[config.mk]
export PLATFORM = sky130hd
export DESIGN_NAME = mute_wake_filter
export DESIGN_NICKNAME = d
export VERILOG_FILES = /design/src/rtl/mwf_pkg.sv /design/src/rtl/mwf_classify.sv /design/src/rtl/mwf_mode_ctrl.sv /design/src/rtl/mwf_out_stage.sv /design/src/rtl/mute_wake_filter.sv
export SDC_FILE = /design/constraint.sdc
export NUM_CORES = 1
export LEC_CHECK = 0
export CORE_MARGIN = 3
export CORE_UTILIZATION = 40
export CTS_BUF_LIST = sky130_fd_sc_hd__clkbuf_4
export DETAILED_ROUTE_END_ITERATION = 12
export PLACE_DENSITY = 0.82
export SLEW_MARGIN = 5
export SYNTH_ARGS = -nofsm -noshare
export SYNTH_HDL_FRONTEND = slang
export SYNTH_SLANG_ARGS = --single-unit
[constraint.sdc]
create_clock -name clk -period 3.6 [get_ports clk]
set_clock_uncertainty 0.1 [all_clocks]
set_input_delay 1.08 -clock clk [delete_from_list [all_inputs] [get_ports clk]]
set_output_delay 1.08 -clock clk [all_outputs]
set_load 0.05 [all_outputs]
[src/rtl/mwf_pkg.sv]
package mwf_pkg;
  typedef enum logic {
    WAKE_IDLE = 1'b0,
    WAKE_MARK = 1'b1
  } wake_e;

  // per-cycle decision handed from the mode controller to the output stage
  typedef struct packed {
    logic pass;     // forward the current word
    logic irq;      // raise an interrupt
    logic mute_nx;  // mode for the next cycle
  } step_t;
endpackage

[src/rtl/mwf_classify.sv]
module mwf_classify #(
  parameter int DATA_W = 8,
  parameter int ADDR_W = 4
) (
  input  logic [DATA_W-1:0] word_i,
  input  logic [ADDR_W-1:0] node_addr_i,
  output logic              is_mark_o,
  output logic              addr_hit_o
);
  localparam int MARK_BIT = DATA_W - 1;

  function automatic logic mark_of(input logic [DATA_W-1:0] w);
    return w[MARK_BIT];
  endfunction

  function automatic logic hit_of(input logic [DATA_W-1:0] w,
                                  input logic [ADDR_W-1:0] a);
    return (w[ADDR_W-1:0] == a);
  endfunction

  assign is_mark_o  = mark_of(word_i);
  assign addr_hit_o = hit_of(word_i, node_addr_i);
endmodule

[src/rtl/mwf_mode_ctrl.sv]
module mwf_mode_ctrl
  import mwf_pkg::*;
(
  input  logic  clk,
  input  logic  rst_n,
  input  logic  rx_valid_i,
  input  logic  idle_det_i,
  input  wake_e wake_i,
  input  logic  mute_req_i,
  input  logic  is_mark_i,
  input  logic  addr_hit_i,
  output logic  mute_q_o,
  output step_t step_o
);
  logic mute_q;
  logic mark_wake, mark_miss;

  assign mark_wake = (wake_i == WAKE_MARK) && rx_valid_i && is_mark_i && addr_hit_i;
  assign mark_miss = (wake_i == WAKE_MARK) && rx_valid_i && is_mark_i && !addr_hit_i;

  always_comb begin
    step_o = '{pass: 1'b0, irq: 1'b0, mute_nx: mute_q};
    if (mute_req_i) begin
      step_o.mute_nx = 1'b1;
    end else if (mute_q) begin
      if (mark_wake) begin
        step_o.mute_nx = 1'b0;
        step_o.pass    = 1'b1;
        step_o.irq     = 1'b1;
      end else if ((wake_i == WAKE_IDLE) && idle_det_i) begin
        step_o.mute_nx = 1'b0;
      end
    end else begin
      if (mark_miss) begin
        step_o.mute_nx = 1'b1;
      end else begin
        if (rx_valid_i) begin
          step_o.pass = 1'b1;
          step_o.irq  = 1'b1;
        end
        if (idle_det_i) step_o.irq = 1'b1;
      end
    end
  end

  always_ff @(posedge clk or negedge rst_n) begin
    if (!rst_n) mute_q <= 1'b0;
    else        mute_q <= step_o.mute_nx;
  end

  assign mute_q_o = mute_q;

  p_req_mutes_r2: assert property (@(posedge clk) disable iff (!rst_n)
    mute_req_i |=> mute_q);
  p_idle_wakes_r8: assert property (@(posedge clk) disable iff (!rst_n)
    (mute_q && wake_i == WAKE_IDLE && idle_det_i && !mute_req_i) |=> !mute_q);
endmodule

[src/rtl/mwf_out_stage.sv]
module mwf_out_stage
  import mwf_pkg::*;
#(
  parameter int DATA_W = 8
) (
  input  logic              clk,
  input  logic              rst_n,
  input  step_t             step_i,
  input  logic [DATA_W-1:0] word_i,
  output logic [DATA_W-1:0] word_o,
  output logic              valid_o,
  output logic              irq_o
);
  always_ff @(posedge clk or negedge rst_n) begin
    if (!rst_n) begin
      word_o  <= '0;
      valid_o <= 1'b0;
      irq_o   <= 1'b0;
    end else begin
      valid_o <= step_i.pass;
      irq_o   <= step_i.irq;
      if (step_i.pass) word_o <= word_i;
    end
  end

  p_valid_has_irq_r7: assert property (@(posedge clk) disable iff (!rst_n)
    valid_o |-> irq_o);
endmodule

[src/rtl/mute_wake_filter.sv]
module mute_wake_filter
  import mwf_pkg::*;
#(
  parameter int DATA_W = 8
) (
  input  logic              clk,
  input  logic              rst_n,
  input  logic [DATA_W-1:0] rx_word_i,
  input  logic              rx_valid_i,
  input  logic              idle_det_i,
  input  logic              wake_sel_i,
  input  logic [3:0]        node_addr_i,
  input  logic              mute_req_i,
  output logic [DATA_W-1:0] word_o,
  output logic              word_valid_o,
  output logic              event_irq_o,
  output logic              muted_o
);
  localparam int ADDR_W = 4;

  wake_e wake;
  logic  is_mark, addr_hit, mute_q;
  step_t step;

  assign wake = wake_e'(wake_sel_i);

  mwf_classify #(.DATA_W(DATA_W), .ADDR_W(ADDR_W)) u_classify (
    .word_i(rx_word_i), .node_addr_i(node_addr_i),
    .is_mark_o(is_mark), .addr_hit_o(addr_hit));

  mwf_mode_ctrl u_mode (
    .clk(clk), .rst_n(rst_n), .rx_valid_i(rx_valid_i), .idle_det_i(idle_det_i),
    .wake_i(wake), .mute_req_i(mute_req_i), .is_mark_i(is_mark),
    .addr_hit_i(addr_hit), .mute_q_o(mute_q), .step_o(step));

  mwf_out_stage #(.DATA_W(DATA_W)) u_out (
    .clk(clk), .rst_n(rst_n), .step_i(step), .word_i(rx_word_i),
    .word_o(word_o), .valid_o(word_valid_o), .irq_o(event_irq_o));

  assign muted_o = mute_q;

  p_silent_when_muted_r3: assert property (@(posedge clk) disable iff (!rst_n)
    (mute_q && !(wake == WAKE_MARK && rx_valid_i && is_mark && addr_hit))
      |=> (!word_valid_o && !event_irq_o));
  p_match_wakes_r4: assert property (@(posedge clk) disable iff (!rst_n)
    (mute_q && wake == WAKE_MARK && rx_valid_i && is_mark && addr_hit && !mute_req_i)
      |=> (!muted_o && word_valid_o && word_o == $past(rx_word_i)));
  p_miss_mutes_r6: assert property (@(posedge clk) disable iff (!rst_n)
    (!mute_q && wake == WAKE_MARK && rx_valid_i && is_mark && !addr_hit)
      |=> (muted_o && !word_valid_o));
  p_req_wins_r11: assert property (@(posedge clk) disable iff (!rst_n)
    mute_req_i |=> (!word_valid_o && !event_irq_o));
endmodule

## After elaboration in Yosys (flattened, before gate mapping)

Cells that the tools add are included.

| storage, ports and cells | value |
|---|---|
| bits in registers | 11 |
| bits of input ports | 18 |
| output and inout port bits | 11 |
| logic and storage cells | 22 |

| operators by class | value |
|---|---|
| equality and inequality tests | 1 |
| muxes and demuxes | 10 |
| bitwise logic cells | 1 |
| reduce and logical (&&, ||, !) cells | 6 |

Operators with widths:

| kind | number |
|---|---|
| $mux W2 | 4 |
| $logic_and A1 B1 Y1 | 5 |
| $mux W1 | 5 |
| $eq A4 B4 Y1 | 1 |
| $mux W3 | 1 |
| $logic_not A1 Y1 | 1 |
| $not A1 Y1 | 1 |

## Longest topological paths before layout

Gate-level depths: netlist of the first run.

| logic depth | value |
|---|---|
| word-level depth | 6 |
| gate-level depth with buffers | 5 |
| gate-level depth less buffers | 4 |

## By module

From an unflattened synthesis of the first run, not the netlist that was laid out.

| second synthesis, totals | value |
|---|---|
| cells, all modules | 36 |
| area, all modules | 555.5 um^2 |

By module, submodules not included:

| module | times used | cells each | area an instance (um^2) | seq. area each (um^2) |
|---|---|---|---|---|
| mwf_out_stage | 1 | 19 | 381.6 | 250.2 |
| mwf_mode_ctrl | 1 | 11 | 118.9 | 25.0 |
| mwf_classify | 1 | 6 | 55.1 | 0.0 |

## Worst setup path after synthesis of the first run

No wires, ideal clock.

| path | value |
|---|---|
| path type | input-to-reg |
| start point | in rx_word_i[7] |
| end point | reg u_out.word_o[0] |
| setup time | 0.125 ns |
| data arrival time | 2.016 ns |
| required time | 3.375 ns |
| slack | 1.359 ns |
| stages | 5 |
| path buffers | 1 |
| cells stage by stage | nand2_1 -> a211o_1 -> a21o_1 -> buf_6 -> mux2_4 |

| on the way | value |
|---|---|
| longest elaborated chain between the ends | 5 |
| elaborated cells on any way between the ends | 7 |
| classes of those cells | 4 x mux; 3 x reduce/logical |

Ends and longest elaborated chain:

| item | RTL line | RTL |
|---|---|---|
| start: declaration | mute_wake_filter.sv:8 | `input logic [DATA_W-1:0] rx_word_i,` |
| $logic_and A1 B1 Y1 * | mwf_mode_ctrl.sv:18, mwf_mode_ctrl.sv:19 |  |
| $logic_and A1 B1 Y1, on equally long branches | mwf_mode_ctrl.sv:19, mwf_mode_ctrl.sv:18 |  |
| $mux W2, on equally long branches | mwf_mode_ctrl.sv:34, mwf_mode_ctrl.sv:26 |  |
| $mux W3 * | mwf_mode_ctrl.sv:25 | `end else if (mute_q) begin` |
| $mux W2 * | mwf_mode_ctrl.sv:23 | `if (mute_req_i) begin` |
| end signal: assignment | mwf_out_stage.sv:22 | `if (step_i.pass) word_o <= word_i;` |
| end: declaration | mwf_out_stage.sv:10 | `output logic [DATA_W-1:0] word_o,` |

Every way passes the cells marked *; elsewhere a longest branch is shown, timed or not.
A chain may end at the register's enable or synchronous reset.

## Worst setup path after layout of the first run

| path | value |
|---|---|
| start point | reg u_mode.mute_q (netlist: u_mode.mute_q_o) |
| end point | out muted_o |

RTL lines:

| item | RTL line | RTL |
|---|---|---|
| start: declaration | mwf_mode_ctrl.sv:15 | `logic mute_q;` |
| start signal: assignment | mwf_mode_ctrl.sv:48 | `else mute_q <= step_o.mute_nx;` |
| end: declaration | mute_wake_filter.sv:17 | `output logic muted_o` |

No word-level cell between the ends.

==> flow_metrics.tcl, run 1 <==
set metrics [dict create \
    cp_top_family "buffers and inverters" \
    p_total_uw 476 \
    synth_nets 58 \
    path_buf_inv 1 \
    start_kind "flop" \
    synth_area_leaders "dfrtp_1 52%, mux2_4 20%, xnor2_1 6.6%, nand4_2 2.4%, buf_6 2.1%" \
    min_path_type "reg2reg" \
    drv_cap 0 \
    firstDrtPassIters 4 \
    via_per_inst 5.06 \
    fin_area_sq_um 848 \
    period_share 0.745 \
    post_cts_buffers 0 \
    cts_max_level 1 \
    tns_ns 0 \
    crit_type "reg2out" \
    seq_area_frac_synth 0.518 \
    hold_viol 0 \
    yosysTopAreaCell "dfrtp_1" \
    clock_latency_ns 0.26 \
    port_buffers 28 \
    fp.dieArea_sq_um 1800 \
    dp_hpwl_um 885 \
    cts_resized 0 \
    grt_pass1_vias 427 \
    ys_seq_elements 11 \
    ant_nets 0 \
    synth_top_area_share 0.518 \
    clkPwrFrac 0.187 \
    worstPathRequired_ns 2.42 \
    cts_tree "built" \
    synthesis.area_sq_um 532 \
    cpMaxStageDelayCell "clkdlybuf4s50_1" \
    p_switching_uw 180 \
    final.fill_count 90 \
    outcome "finished clean" \
    grt_antenna_before_repair 0 \
    critPathMaxFanout 5 \
    hold_buffers 0 \
    drc 0 \
    crit_chain "clkdlybuf4s50_1" \
    synth_commonest_cells "11 x dfrtp_1, 7 x mux2_4, 4 x xnor2_1, 3 x inv_1, 3 x nand2_1" \
    ir_drop_v 0.000336 \
    pwr-share-seq 0.345 \
    arrival_ns 1.50 \
    slew_headroom 0.660 \
    overflow 0 \
    postSynthCellCount 40 \
    synth-async-reset-ratio 1.00 \
    endpoint_kind "output pin" \
    p_per_area_nw_per_um2 561 \
    layout.nets 90 \
    rows 12 \
    grt_max_degree 12 \
    wl_per_cell_um 13.2 \
    timing.fmax_ghz 0.373 \
    setup_viol 0 \
    wl_met2_um 535 \
    swShare 0.377 \
    grtUsageTotal 0.148 \
    avgSynthCellArea_sq_um 13.3 \
    rsz0062_at_grt "false" \
    wirelength_mm 1.12 \
    slew_viol_final 0 \
    ys.flop_type "dfrtp_1" \
    internal_power_uw 296 \
    synth_edf_count 0 \
    cts_buffer_depth 2 \
    gp_congestion 0.748 \
    io_pins 29 \
    die_w_um 42.5 \
    tightestPinTransition_ns 0.509 \
    area_growth_pct 59.5 \
    dr_total_vias 430 \
    ys_types 17 \
    cpPeakStageDelay_ns 0.83 \
    pwr-share-comb 0.468 \
    clkSlewWorstSetupHoldPaths_ns 0.07 \
    yosys.cell_count.top_type "dfrtp_1" \
    min_period_ns 2.68 \
    wl_met1_um 448 \
    synth-warning-count 0 \
    initial_core_util 0.454 \
    die_h_um 42.5 \
    top_layer "met4" \
    core-area_sq_um 1170 \
    p_leak_uw 0.000399 \
    drive_gt1_frac 0.183 \
    placed_area_sq_um 818 \
    numCtsBuffers 3 \
    clkSinkCount 11 \
    root_buffer "clkbuf_4" \
    grt_pass1_wl_mm 1.93 \
    fin_cells 85 \
    dp.cells 81 \
    drtIter0Drc 8 \
    diodes 0 \
    wl_met3_um 123 \
]
state kept, by name, summed over array words and instances, names as in the netlist:
signal           cells
u_out.word_o         8
u_out.valid_o        1
u_mode.mute_q_o      1
u_out.irq_o          1
worst paths after layout:
check	from	end	slack, ns	depth (start not counted)
worst max-delay path	u_mode.mute_q_o	muted_o	0.92	1
worst max register to register	u_mode.mute_q_o	u_out.word_o[5]	1.95	3
min in group asynchronous	rst_n	u_out.word_o[7]	1.04	1
max in group asynchronous	rst_n	u_out.word_o[4]	2.03	1
worst min-delay path	u_out.word_o[7]	u_out.word_o[7]	0.39	1
worst min register to register	u_out.word_o[7]	u_out.word_o[7]	0.39	1
logic make-up after synthesis:
group                     share of synthesized area
AOI/OAI and AO/OA                             0.101
and+or+nand+nor                              0.0753
muxes                                         0.198
buffers and inverters                        0.0423
DFF                                           0.518
xor gates and xnor gates                     0.0659
area by class of cell:
cell class | count | area, sq um | area share
sequential | 11 | 275 | 0.324
inverter | 3 | 11.3 | 0.0133
multi-input combinational | 25 | 234 | 0.276
clock buffer | 4 | 30.0 | 0.0354
timing repair buffer | 28 | 280 | 0.330
tap | 14 | 17.5 | 0.0206
power by group through the flow:
stage | clock network (uW) | logic (uW) | registers, uW
after floorplan | 0 | 47.9 | 260
after global placement | 0 | 222 | 167
after detailed placement | 0 | 223 | 167
after CTS | 92.7 | 225 | 164
after global routing | 103 | 232 | 169
final | 89.1 | 223 | 164
routing by layer:
layer,up-vias,global-route usage
met5,-,0
met4,0,0.0932
met3,2,0.0644
met2,28,0.228
met1,196,0.165
li1,204,-
metrics by stage:
stage	utilization	setup slack, ns	hold WS, ns
after floorplan	-	1.36	0.684
after global placement	0.699	0.728	0.393
after detailed placement	0.699	0.689	0.388
after CTS	0.724	0.911	0.401
after global routing	0.724	0.868	0.431
final	0.724	0.918	0.395
cell usage in the layout (no fill, tap or decap), drive strengths merged, types with 3 or more instances in the layout:
master	netlist	final
clkbuf	0	4
mux2	7	7
dfrtp	11	11
xnor2	4	4
inv	3	3
clkdlybuf4s50	0	28
nand2	3	3
Note: power is estimated with default switching activity, not from simulation.
==> inputs of run 2 (changes only) <==
--- a/config.mk
+++ b/config.mk
@@ -6,10 +6,10 @@
 export NUM_CORES = 1
 export LEC_CHECK = 0
 export CORE_MARGIN = 3
-export CORE_UTILIZATION = 40
+export CORE_UTILIZATION = 39
 export CTS_BUF_LIST = sky130_fd_sc_hd__clkbuf_4
 export DETAILED_ROUTE_END_ITERATION = 12
-export PLACE_DENSITY = 0.82
+export PLACE_DENSITY = 0.81
 export SLEW_MARGIN = 5
 export SYNTH_ARGS = -nofsm -noshare
 export SYNTH_HDL_FRONTEND = slang
==> constraint.sdc (replaced) <==
create_clock -name clk -period 2.5 [get_ports clk]
set_clock_uncertainty 0.1 [all_clocks]
set_input_delay 0.75 -clock clk [delete_from_list [all_inputs] [get_ports clk]]
set_output_delay 0.75 -clock clk [all_outputs]
set_load 0.05 [all_outputs]
==> flow_metrics.tcl, run 2 (synthesis gave the netlist of run 1 again) <==
set metrics [dict create \
    outcome "finished clean" \
    clock_latency_ns 0.25 \
    clkSlewWorstSetupHoldPaths_ns 0.07 \
    utilization 0.734 \
    root_buffer "clkbuf_4" \
    cts_buffer_depth 2 \
    core-area_sq_um 1190 \
    min_period_ns 2.35 \
    tightestPinTransition_ns 0.510 \
    overflow 0 \
    p_per_area_nw_per_um2 792 \
    endpoint_kind "output pin" \
    placed_area_sq_um 841 \
    grtUsageTotal 0.155 \
    timing.fmax_ghz 0.425 \
    initial_core_util 0.448 \
    grt_max_degree 12 \
    worstPathRequired_ns 1.65 \
    grt_pass1_vias 462 \
    crit_type "reg2out" \
    critPathMaxFanout 5 \
    via_per_inst 5.02 \
    final.fill_count 87 \
    dp.cells 84 \
    cpMaxStageDelayCell "clkdlybuf4s50_1" \
    slew_headroom 0.659 \
    arrival_ns 1.50 \
    wirelength_mm 1.23 \
    layout.nets 93 \
    min_path_type "reg2reg" \
    dp_hpwl_um 993 \
    cts_tree "built" \
    cts_resized 0 \
    min_from "u_out.word_o[7]" \
    start_kind "flop" \
    clkSinkCount 11 \
    startpoint "u_mode.mute_q_o" \
    fin_cells 88 \
    hold_viol 0 \
    r2r_start "u_mode.mute_q_o" \
    rsz0062_at_grt "false" \
    crit_chain "clkdlybuf4s50_1" \
    gp_congestion 0.739 \
    layout_common_cells "28 x clkdlybuf4s50_1, 11 x dfrtp_1, 7 x mux2_4, 4 x xnor2_1, 4 x clkbuf_4" \
    numCtsBuffers 3 \
    seqCellArea_sq_um 275 \
    fin_area_sq_um 871 \
    period_share 0.941 \
    rows 12 \
    multi_input_area_sq_um 234 \
    drv_cap 0 \
    port_buffers 28 \
    grt_pass1_wl_mm 2.08 \
    post_cts_buffers 0 \
    drive_gt1_frac 0.216 \
    die_w_um 42.9 \
    cts_max_level 1 \
    top_register "u_out.word_o" \
    path_buf_inv 1 \
    fp.dieArea_sq_um 1840 \
    area_growth_pct 63.8 \
    die_h_um 42.9 \
    grt_antenna_before_repair 0 \
    firstDrtPassIters 4 \
    layout.cells.most_common "clkdlybuf4s50_1" \
    dr_total_vias 442 \
    ir_drop_v 0.000415 \
    hold_buffers 0 \
    wl_per_cell_um 13.9 \
    largest_register_ff_count 8 \
    p_leak_uw 0.000412 \
    ant_nets 0 \
    drc 0 \
    cp_top_family "buffers and inverters" \
    diodes 0 \
    setup_viol 0 \
    io_pins 29 \
    cpPeakStageDelay_ns 0.83 \
    drtIter0Drc 3 \
    slew_viol_final 0 \
]
run 2: per-stage QoR:
| stage | setup WS (ns) | hold slack (ns) | setup TNS [ns] | power [uW] |
|---|---|---|---|---|
| global route | 0.0865 | 0.436 | 0 | 723 |
| global placement | 0.0203 | 0.385 | 0 | 563 |
| floorplan | 0.589 | 0.354 | 0 | 443 |
| CTS | 0.138 | 0.412 | 0 | 699 |
| finish | 0.147 | 0.414 | 0 | 689 |
| detailed placement | -0.0205 | 0.389 | -0.123 | 567 |
run 2: final timing paths:
path	to	slack [ns]	cells after the start
min in group asynchronous	u_out.word_o[1]	0.73	1
min reg2reg	u_out.word_o[7]	0.41	1
max in group asynchronous	u_out.word_o[3]	1.24	1
min	u_out.word_o[7]	0.41	1
max reg2reg	u_out.word_o[0]	0.91	3
max	muted_o	0.15	1
run 2: final cells by class:
type,count,area share
Inverter,3,0.0129
Sequential cell,11,0.316
Clock buffer,4,0.0345
Timing Repair Buffer,31,0.348
Multi-Input combinational cell,25,0.269
Tap cell,14,0.0201
run 2: power breakdown:
group | total (uW) | switching [uW] | internal (uW)
Clock | 125 | 52.9 | 72.3
Combinational | 326 | 185 | 141
Sequential | 238 | 22.0 | 216
Total | 689 | 260 | 429
run 2: routing by layer:
metal  track usage  share of wire
met2         0.246           0.49
met4        0.0559         0.0082
met1         0.192           0.40
met5             0              0
met3        0.0551          0.096
